[src/rtl/irqc_pkg.sv]
package irqc_pkg;
    localparam int DATA_W = 32;
    localparam int CTRL_W = 2;

    typedef enum logic [2:0] {
        SEL_STAT  = 3'd0,
        SEL_PEND  = 3'd1,
        SEL_ENAB  = 3'd2,
        SEL_ACK   = 3'd3,
        SEL_ENSET = 3'd4,
        SEL_ENCLR = 3'd5,
        SEL_VEC   = 3'd6,
        SEL_CTRL  = 3'd7
    } reg_sel_e;
endpackage

[src/rtl/irqc_capture.sv]
module irqc_capture #(
    parameter int          NSRC      = 32,
    parameter int          STAGES    = 2,
    parameter logic [NSRC-1:0] EDGE_MASK = '0
) (
    input  logic            clk,
    input  logic            rst_n,
    input  logic            hw_en,
    input  logic [NSRC-1:0] irq_in,
    output logic [NSRC-1:0] set_o
);
    logic [STAGES-1:0][NSRC-1:0] sync_d, sync_q;
    logic [NSRC-1:0]             prev_d, prev_q;
    logic [NSRC-1:0]             lvl_hit, rise_hit, cur;

    always_comb begin
        sync_d[0] = irq_in;
        for (int i = 1; i < STAGES; i++) begin
            sync_d[i] = sync_q[i-1];
        end
        prev_d   = sync_q[STAGES-1];
        cur      = sync_q[STAGES-1];
        lvl_hit  = cur & ~EDGE_MASK;
        rise_hit = cur & ~prev_q & EDGE_MASK;
        set_o    = hw_en ? (lvl_hit | rise_hit) : '0;
    end

    always_ff @(posedge clk or negedge rst_n) begin
        if (!rst_n) begin
            sync_q <= '0;
            prev_q <= '0;
        end else begin
            sync_q <= sync_d;
            prev_q <= prev_d;
        end
    end
endmodule

[src/rtl/irqc_prio.sv]
module irqc_prio #(
    parameter int NSRC  = 32,
    localparam int IDX_W = (NSRC > 1) ? $clog2(NSRC) : 1
) (
    input  logic [NSRC-1:0]  req,
    output logic             valid,
    output logic [IDX_W-1:0] idx
);
    always_comb begin
        valid = 1'b0;
        idx   = '0;
        for (int i = NSRC - 1; i >= 0; i--) begin
            if (req[i]) begin
                valid = 1'b1;
                idx   = IDX_W'(i);
            end
        end
    end
endmodule

[src/rtl/irq_vector_ctrl.sv]
module irq_vector_ctrl
    import irqc_pkg::*;
#(
    parameter int              NSRC      = 32,
    parameter int              ADDR_W    = 5,
    parameter int              STAGES    = 2,
    parameter logic [NSRC-1:0] EDGE_MASK = 32'hFFFF_0000
) (
    input  logic              clk,
    input  logic              rst_n,
    input  logic [NSRC-1:0]   irq_in,
    input  logic              bus_wr_en,
    input  logic [ADDR_W-1:0] bus_addr,
    input  logic [DATA_W-1:0] bus_wdata,
    output logic [DATA_W-1:0] bus_rdata,
    output logic              irq_out
);
    localparam int IDX_W = (NSRC > 1) ? $clog2(NSRC) : 1;

    typedef struct packed {
        logic [NSRC-1:0]   stat;
        logic [NSRC-1:0]   enab;
        logic [CTRL_W-1:0] ctrl;
    } regs_t;

    regs_t           cur_d, cur_q;
    logic [NSRC-1:0] hw_set, pend, wmask;
    logic            vec_valid;
    logic [IDX_W-1:0] vec_idx;
    reg_sel_e        sel;

    assign sel   = reg_sel_e'(bus_addr[4:2]);
    assign wmask = bus_wdata[NSRC-1:0];

    irqc_capture #(.NSRC(NSRC), .STAGES(STAGES), .EDGE_MASK(EDGE_MASK)) u_cap (
        .clk    (clk),
        .rst_n  (rst_n),
        .hw_en  (cur_q.ctrl[1]),
        .irq_in (irq_in),
        .set_o  (hw_set)
    );

    irqc_prio #(.NSRC(NSRC)) u_prio (
        .req   (pend),
        .valid (vec_valid),
        .idx   (vec_idx)
    );

    always_comb begin
        cur_d = cur_q;
        if (bus_wr_en) begin
            case (sel)
                SEL_STAT:  if (!cur_q.ctrl[1]) cur_d.stat = wmask;
                SEL_ACK:   cur_d.stat = cur_q.stat & ~wmask;
                SEL_ENAB:  cur_d.enab = wmask;
                SEL_ENSET: cur_d.enab = cur_q.enab | wmask;
                SEL_ENCLR: cur_d.enab = cur_q.enab & ~wmask;
                SEL_CTRL:  cur_d.ctrl = bus_wdata[CTRL_W-1:0];
                default:   ;
            endcase
        end
        // hardware set applied last so it wins over an acknowledge
        cur_d.stat = cur_d.stat | hw_set;
    end

    always_ff @(posedge clk or negedge rst_n) begin
        if (!rst_n) cur_q <= '0;
        else        cur_q <= cur_d;
    end

    always_comb begin
        pend    = cur_q.stat & cur_q.enab;
        irq_out = cur_q.ctrl[0] && (|pend);
        case (sel)
            SEL_STAT: bus_rdata = DATA_W'(cur_q.stat);
            SEL_PEND: bus_rdata = DATA_W'(pend);
            SEL_ENAB: bus_rdata = DATA_W'(cur_q.enab);
            SEL_VEC:  bus_rdata = vec_valid ? DATA_W'(vec_idx) : '1;
            SEL_CTRL: bus_rdata = DATA_W'(cur_q.ctrl);
            default:  bus_rdata = '0;
        endcase
    end
endmodule

[config.mk]
export PLATFORM = sky130hd
export DESIGN_NAME = irq_vector_ctrl
export DESIGN_NICKNAME = d
export VERILOG_FILES = /design/src/rtl/irqc_pkg.sv /design/src/rtl/irqc_capture.sv /design/src/rtl/irqc_prio.sv /design/src/rtl/irq_vector_ctrl.sv
export SDC_FILE = /design/constraint.sdc
export NUM_CORES = 1
export LEC_CHECK = 0
export ABC_AREA = 1
export BUFFER_PORTS_ARGS = -buffer_cell sky130_fd_sc_hd__buf_2
export CAP_MARGIN = 0
export CORE_MARGIN = 2
export CORE_UTILIZATION = 50
export DETAILED_ROUTE_END_ITERATION = 12
export GPL_ROUTABILITY_DRIVEN = 1
export MAX_ROUTING_LAYER = met4
export PLACE_DENSITY = 0.72
export SYNTH_ARGS = -nofsm -noshare
export SYNTH_HDL_FRONTEND = slang
export SYNTH_SLANG_ARGS = --single-unit
[constraint.sdc]
create_clock -name clk -period 2.33 [get_ports clk]
set_input_delay 0.233 -clock clk [delete_from_list [all_inputs] [get_ports clk]]
set_output_delay 0.233 -clock clk [all_outputs]
set_load 0.005 [all_outputs]
* After elaboration in Yosys (flattened, before gate mapping) *
Index checks and enable logic that the tools add are counted.

word-level totals
  flip-flop bits (word level) = 162
  input bits = 72
  output and inout port bits = 33
  logic and storage cells = 100

cells by class
  equal/unequal tests = 7
  muxes and demuxes = 72
  bitwise logic cells = 9
  reductions and logical operators = 6

operator list
  cell                number
  $mux 5              32
  $pmux 32 s5         1
  $and 32x32->32      4
  $mux 32             3
  $pmux 32 s3         1
  $mux 66             1
  $not 32->32         2
  $or 32x32->32       2
  $pmux 32 s2         1
  $mux 1              32
  $or 16x32->32       1
  $reduce_or 32->1    1
  $eq 3x3->1 const B  4
  $eq 3x2->1 const B  2
  $reduce_and 2->1    2
  $eq 3x1->1 const B  1
  $logic_not 3->1     1
  $reduce_bool 3->1   1
  $mux 2              1
  $logic_and 1x1->1   1

* Depth between registers and ports, before layout *
  word-level depth = 35
  gate-level depth with buffers = 34

* Cells and area by module *
A second synthesis with hierarchy kept.

second synthesis, totals
  cell total of the unflattened synthesis = 967
  area total of the unflattened synthesis = 7292.0 um^2

modules (own cells, without submodules)
  module           instances  cells each  area an instance (um^2)  seq. area each (um^2)
  irq_vector_ctrl  1          713         4576.9                   1651.6
  irqc_capture     1          147         2272.2                   2001.9
  irqc_prio        1          107         442.9                    0.0

* Worst setup path after synthesis *
No wires, ideal clock.

  path type = register to output
  start point = register cur_q[64] in the netlist's numbering
  end point = output bus_rdata[0]
  data arrival time = 1.854 ns
  data required time = 2.097 ns
  slack = 0.243 ns
  stages on the path, launching flop included = 34
  cell sequence = dfrtp_1 -> nand2_2 -> nand2_1 -> nand2_1 -> nand2_1 -> nand2_1 -> nand2_1 -> nand2_1 -> nand2_1 -> nand2_1 -> nand2_1 -> nand2_1 -> nand2_1 -> nand2_1 -> nand2_1 -> nand2_1 -> nand2_1 -> nand2_1 -> nand2_1 -> nand2_1 -> nand2_1 -> nand2_1 -> nand2_1 -> nand2_1 -> nand2_1 -> nand2_1 -> nand2_1 -> nand2_1 -> nand2_1 -> nand2_1 -> nand2_1 -> nand2_1 -> nand2_1 -> nand2_1

on the way
  word-level cells in the longest chain between the ends = 34
  elaborated cells on any way between the ends = 65

ends and longest elaborated chain
  element                                                 RTL line               text
  from (decl)                                             irq_vector_ctrl.sv:26  regs_t cur_d, cur_q;
  from (signal assigned)                                  irq_vector_ctrl.sv:68  else cur_q <= cur_d;
  $and 32x32->32 *                                        irq_vector_ctrl.sv:72  pend = cur_q.stat & cur_q.enab;
  $mux 5 / $mux 1 (equally long branches) (31 in series)  irqc_prio.sv:13        if (req[i]) begin
  $mux 32 *                                               irq_vector_ctrl.sv:78  SEL_VEC: bus_rdata = vec_valid ? DATA_W'(vec_idx) : '1;
  $pmux 32 s5 *                                           irq_vector_ctrl.sv:74  case (sel)
  to (decl)                                               irq_vector_ctrl.sv:15  output logic [DATA_W-1:0] bus_rdata,

Mark *: on every way between the ends. The rest lies on a longest branch, timed or not.

* Final worst setup path *
  start point = register cur_q[65] in the netlist's numbering
  end point = output bus_rdata[0]

on the way
  word-level cells in the longest chain between the ends = 35
  elaborated cells on any way between the ends = 67

ends and longest elaborated chain
  element                                                 RTL line
  $and 32x32->32 *                                        irq_vector_ctrl.sv:72
  $mux 5 / $mux 1 (equally long branches) (32 in series)  irqc_prio.sv:13
  $mux 32 *                                               irq_vector_ctrl.sv:78
  $pmux 32 s5 *                                           irq_vector_ctrl.sv:74

Marked as above.

==> run_summary.xml <==
<?xml version="1.0" encoding="UTF-8"?>
<metrics>
  <group name="status">
    <metric name="outcome" unit="">finished with violations</metric>
    <metric name="failed_checks" unit="">negative setup slack</metric>
  </group>
  <group name="drt">
    <metric name="detailroute.wirelength.met2" unit="um">9750</metric>
    <metric name="wl_met3" unit="um">1510</metric>
    <metric name="average_detailed_routed_wire_length_per_instance" unit="um">18.1</metric>
    <metric name="totalWireLength" unit="um">19800</metric>
    <metric name="detail_route.drc_violations" unit="">0</metric>
    <metric name="drt-initial-drc-count" unit="">615</metric>
    <metric name="dr.pass1.iters" unit="">6</metric>
    <metric name="topRoutingLayerUsed" unit="">met4</metric>
    <metric name="routed_via_density" unit="">5.79</metric>
    <metric name="total_number_of_vias" unit="">6364</metric>
    <metric name="route.layer.met1.wl" unit="um">8040</metric>
    <metric name="detail-route-antenna-nets" unit="">0</metric>
  </group>
  <group name="final_layout">
    <metric name="area_growth" unit="%">32.2</metric>
    <metric name="layout.cells.most_common_list" unit="">dfrtp_1 (144), nand2_1 (118), buf_2 (96), inv_1 (95), a21oi_1 (77)</metric>
    <metric name="finalCoreUtilization" unit="">0.672</metric>
    <metric name="final-instance-count-excl-fill" unit="">1099</metric>
    <metric name="layout-drive-gt1-share" unit="">0.276</metric>
    <metric name="layout_commonest_cell" unit="">dfrtp_1</metric>
    <metric name="finish.net_count" unit="">982</metric>
    <metric name="fillers" unit="">1053</metric>
    <metric name="insertedDiodeCount" unit="">0</metric>
  </group>
  <group name="sta">
    <metric name="setup_total_negative_slack" unit="ns">-7.05</metric>
    <metric name="final.period_utilization" unit="">1.22</metric>
    <metric name="hold_violations" unit="">0</metric>
    <metric name="final-setup-viol-count" unit="">29</metric>
    <metric name="grt_setup_unrepaired" unit="">yes</metric>
    <metric name="report.final.slew_viol_count" unit="">0</metric>
    <metric name="fmax" unit="MHz">351</metric>
    <metric name="tightest_slew" unit="ns">0.933</metric>
    <metric name="min_period" unit="ns">2.85</metric>
    <metric name="clock-skew-final" unit="ns">0.00572</metric>
    <metric name="finalWorstSetupSlack" unit="ns">-0.517</metric>
    <metric name="slew-limit-headroom" unit="">0.378</metric>
  </group>
  <group name="worst_setup_path">
    <metric name="cp_top_family" unit="">simple AND/OR/NAND/NOR gates</metric>
    <metric name="largest_stage_delay_on_the_critical_path" unit="ns">0.38</metric>
    <metric name="r2r_slack" unit="ns">0.53</metric>
    <metric name="cp_data_required_time" unit="ns">2.10</metric>
    <metric name="critPathLaunch" unit="">cur_q[65]$_DFF_PN0_</metric>
    <metric name="cp_max_stage_cell" unit="">dfrtp_1</metric>
    <metric name="cp_num_buf_inv" unit="">2</metric>
    <metric name="crit_path_end" unit="">bus_rdata[0]</metric>
    <metric name="r2r_end" unit="">cur_q[47]$_DFF_PN0_</metric>
    <metric name="crit_path_start_kind" unit="">register</metric>
    <metric name="critPathKind" unit="">register to output pin</metric>
    <metric name="cp_common_cell" unit="">nand2_1</metric>
    <metric name="critPathArrivalTime" unit="ns">2.61</metric>
    <metric name="worstRegToRegCells" unit="">4</metric>
    <metric name="critical_path.reg2reg.startpoint" unit="">cur_q[1]$_DFFE_PN0P_</metric>
    <metric name="worst-path-stages" unit="">35</metric>
    <metric name="setup.worst_path.end_class" unit="">output pin</metric>
    <metric name="crit_path_max_fanout" unit="">2</metric>
  </group>
  <group name="floorplanning">
    <metric name="boundary_pin_count" unit="">105</metric>
    <metric name="floorplan.initialDensity" unit="">0.508</metric>
    <metric name="core-area" unit="mm2">0.0131</metric>
    <metric name="die_outline_area" unit="mm2">0.0143</metric>
    <metric name="dieWidth" unit="um">120</metric>
    <metric name="fp.dieH" unit="um">120</metric>
    <metric name="rows" unit="">42</metric>
  </group>
  <group name="cts">
    <metric name="tritoncts_num_sinks" unit="">146</metric>
    <metric name="clk_pin_slew_worst_paths" unit="ns">0.06</metric>
    <metric name="cts_tree" unit="">yes</metric>
    <metric name="clockRootBuffer" unit="">clkbuf_16</metric>
    <metric name="htree_levels" unit="">4</metric>
    <metric name="clockBufferDepth" unit="">2</metric>
    <metric name="cts_made_buffers" unit="">17</metric>
    <metric name="insertion_delay_of_the_later_clocked_pin_in_the_worst_skew_pair" unit="ns">0.42</metric>
  </group>
  <group name="pwr">
    <metric name="irDropWorstVdd" unit="mV">0.523</metric>
    <metric name="clock_power_share" unit="">0.339</metric>
    <metric name="switching_power" unit="W">0.00250</metric>
    <metric name="pwr_density_cell" unit="mW/mm2">879</metric>
    <metric name="switching_share" unit="">0.323</metric>
    <metric name="power.internal" unit="W">0.00525</metric>
    <metric name="seq_power_share" unit="">0.416</metric>
    <metric name="static-leakage-power" unit="nW">4.36</metric>
    <metric name="pwr-share-comb" unit="">0.245</metric>
  </group>
  <group name="synth">
    <metric name="syn-instance-count" unit="">747</metric>
    <metric name="synth.cell_area" unit="mm2">0.00668</metric>
    <metric name="synth_compound_area_frac" unit="">0.219</metric>
    <metric name="synth.ff_latch_count" unit="">146</metric>
    <metric name="synth.top_cells.by_area" unit="">dfrtp_1 (55%), nand2_1 (7.7%), a21oi_1 (5.8%)</metric>
    <metric name="synth_simple_gate_area_share" unit="">0.149</metric>
    <metric name="library_cell_occupying_the_most_area_in_the_post_synthesis_netlist" unit="">dfrtp_1</metric>
    <metric name="synthAdderAreaFrac" unit="">0</metric>
    <metric name="synthDistinctLibCells" unit="">32</metric>
    <metric name="post_synth_xor_area_fraction" unit="">0</metric>
    <metric name="synth_largest_type_area_fraction" unit="">0.547</metric>
    <metric name="avgSynthCellArea" unit="um2">8.94</metric>
    <metric name="yosys-mux-area-fraction" unit="">0</metric>
    <metric name="ys_seq_area_frac" unit="">0.547</metric>
    <metric name="synth-warning-count" unit="">0</metric>
    <metric name="synth_top_family_by_area" unit="">compound AO/OA/AOI/OAI gates</metric>
    <metric name="syn_nets" unit="">819</metric>
  </group>
  <group name="global_route">
    <metric name="overflow" unit="">0</metric>
    <metric name="grt.total_usage" unit="">0.293</metric>
    <metric name="first_global_vias" unit="">6493</metric>
    <metric name="grt_max_degree" unit="">54</metric>
    <metric name="grt_first_pass_wirelength" unit="um">31500</metric>
    <metric name="antenna_found_initial" unit="">0</metric>
  </group>
  <group name="place">
    <metric name="portBuffers" unit="">102</metric>
    <metric name="numPlacedInstances" unit="">1018</metric>
    <metric name="hpwlAfterDp" unit="um">12200</metric>
    <metric name="gpl.final_weighted_congestion" unit="">0.953</metric>
  </group>
  <group name="min_path">
    <metric name="hp-class" unit="">input port to register</metric>
  </group>
  <group name="run">
    <metric name="timing.max_cap.violations" unit="">0</metric>
  </group>
</metrics>
## what timing repair did
action                     4_1_cts  5_1_grt
pin swaps                        9        6
gates resized for setup         39       14
hold endpoints to repair        77        0
setup endpoints to repair       30       33
buffers inserted                11        3
hold buffers                    33        0
gates cloned                     3        0
## per-layer routing
layer / GRT usage / up-vias
met5: - / -
met1: 0.363 / 3074
met2: 0.461 / 331
li1: - / 2901
met3: 0.0713 / 58
met4: 0.129 / 0
## final cells by class
| type | instances | area, um2 | area share |
|---|---|---|---|
| flip-flops and latches | 146 | 3660 | 0.414 |
| well taps | 176 | 220 | 0.0250 |
| clock buffers | 21 | 470 | 0.0533 |
| inverters | 106 | 398 | 0.0451 |
| repair buffers | 185 | 1340 | 0.152 |
| multi-input cells | 454 | 2640 | 0.299 |
| clock inverters | 11 | 103 | 0.0116 |
## worst min path at each step
stage	cells past startpoint	slack (ns)	startpoint	end
floorplan	0	-0.06	rst_n	cur_q[0]$_DFFE_PN0P_
global placement	1	0.19	rst_n	u_cap.cur[3]$_DFF_PN0_
detailed placement	1	0.20	rst_n	u_cap.cur[3]$_DFF_PN0_
CTS	3	0.07	bus_wdata[5]	cur_q[39]$_DFF_PN0_
global route	3	0.09	bus_wdata[5]	cur_q[39]$_DFF_PN0_
finish	3	0.08	bus_wdata[5]	cur_q[39]$_DFF_PN0_
## synth_stat cells (all sizes together)
master  instances
a32o           17
nor2           22
o21ai          36
nand4           2
clkbuf         38
o211ai         15
o32ai           8
dfrtp         146
o221a           1
a221oi          2
a21oi          77
o221ai         19
o31ai           1
a22oi           1
a21o            1
nor3           13
nand3b          8
inv           106
nand3          24
buf             3
a31oi           1
o22ai          43
a32oi           6
nand2         156
nor4            1
## worst register-to-register path, cell delays in order, from the launching register on
cell	delay, ns
dfrtp_2	0.98
o21ai_0	0.24
a32o_1	0.26
nand2_1	0.06
o211ai_1	0.12
## per-stage QoR
stage / area, um2 / hold slack [ns] / worst slack (ns) / power [W]
floorplan: 6680 / -0.0626 / 0.243 / 0.00423
global placement: 7550 / 0.191 / -0.0676 / 0.00478
detailed placement: 7550 / 0.203 / -0.0639 / 0.00485
CTS: 8760 / 0.0714 / -0.537 / 0.00769
global route: 8820 / 0.0934 / -0.848 / 0.00816
finish: 8820 / 0.0850 / -0.517 / 0.00776
## flip-flops by register name, summed over array words and instances (netlist names)
name and count:
u_cap.prev_q 16, u_cap.cur 32, cur_q 66, u_cap.sync_d 32
## power groups by stage
stage | Combinational [W] | Clock, W | Sequential (W)
5_1_grt | 0.00210 | 0.00279 | 0.00327
3_3_place_gp | 0.00154 | 0 | 0.00324
2_1_floorplan | 0.00108 | 0 | 0.00316
4_1_cts | 0.00182 | 0.00266 | 0.00321
6_report | 0.00190 | 0.00263 | 0.00323
3_5_place_dp | 0.00159 | 0 | 0.00326
## cells by family (layout without fill, tap and decap cells)
group           count (synthesis)  in the layout
flops                         146            146
simple gates                  226            226
compound gates                228            228
buf+inv                       147            323
(Power assumes the default switching activity.)
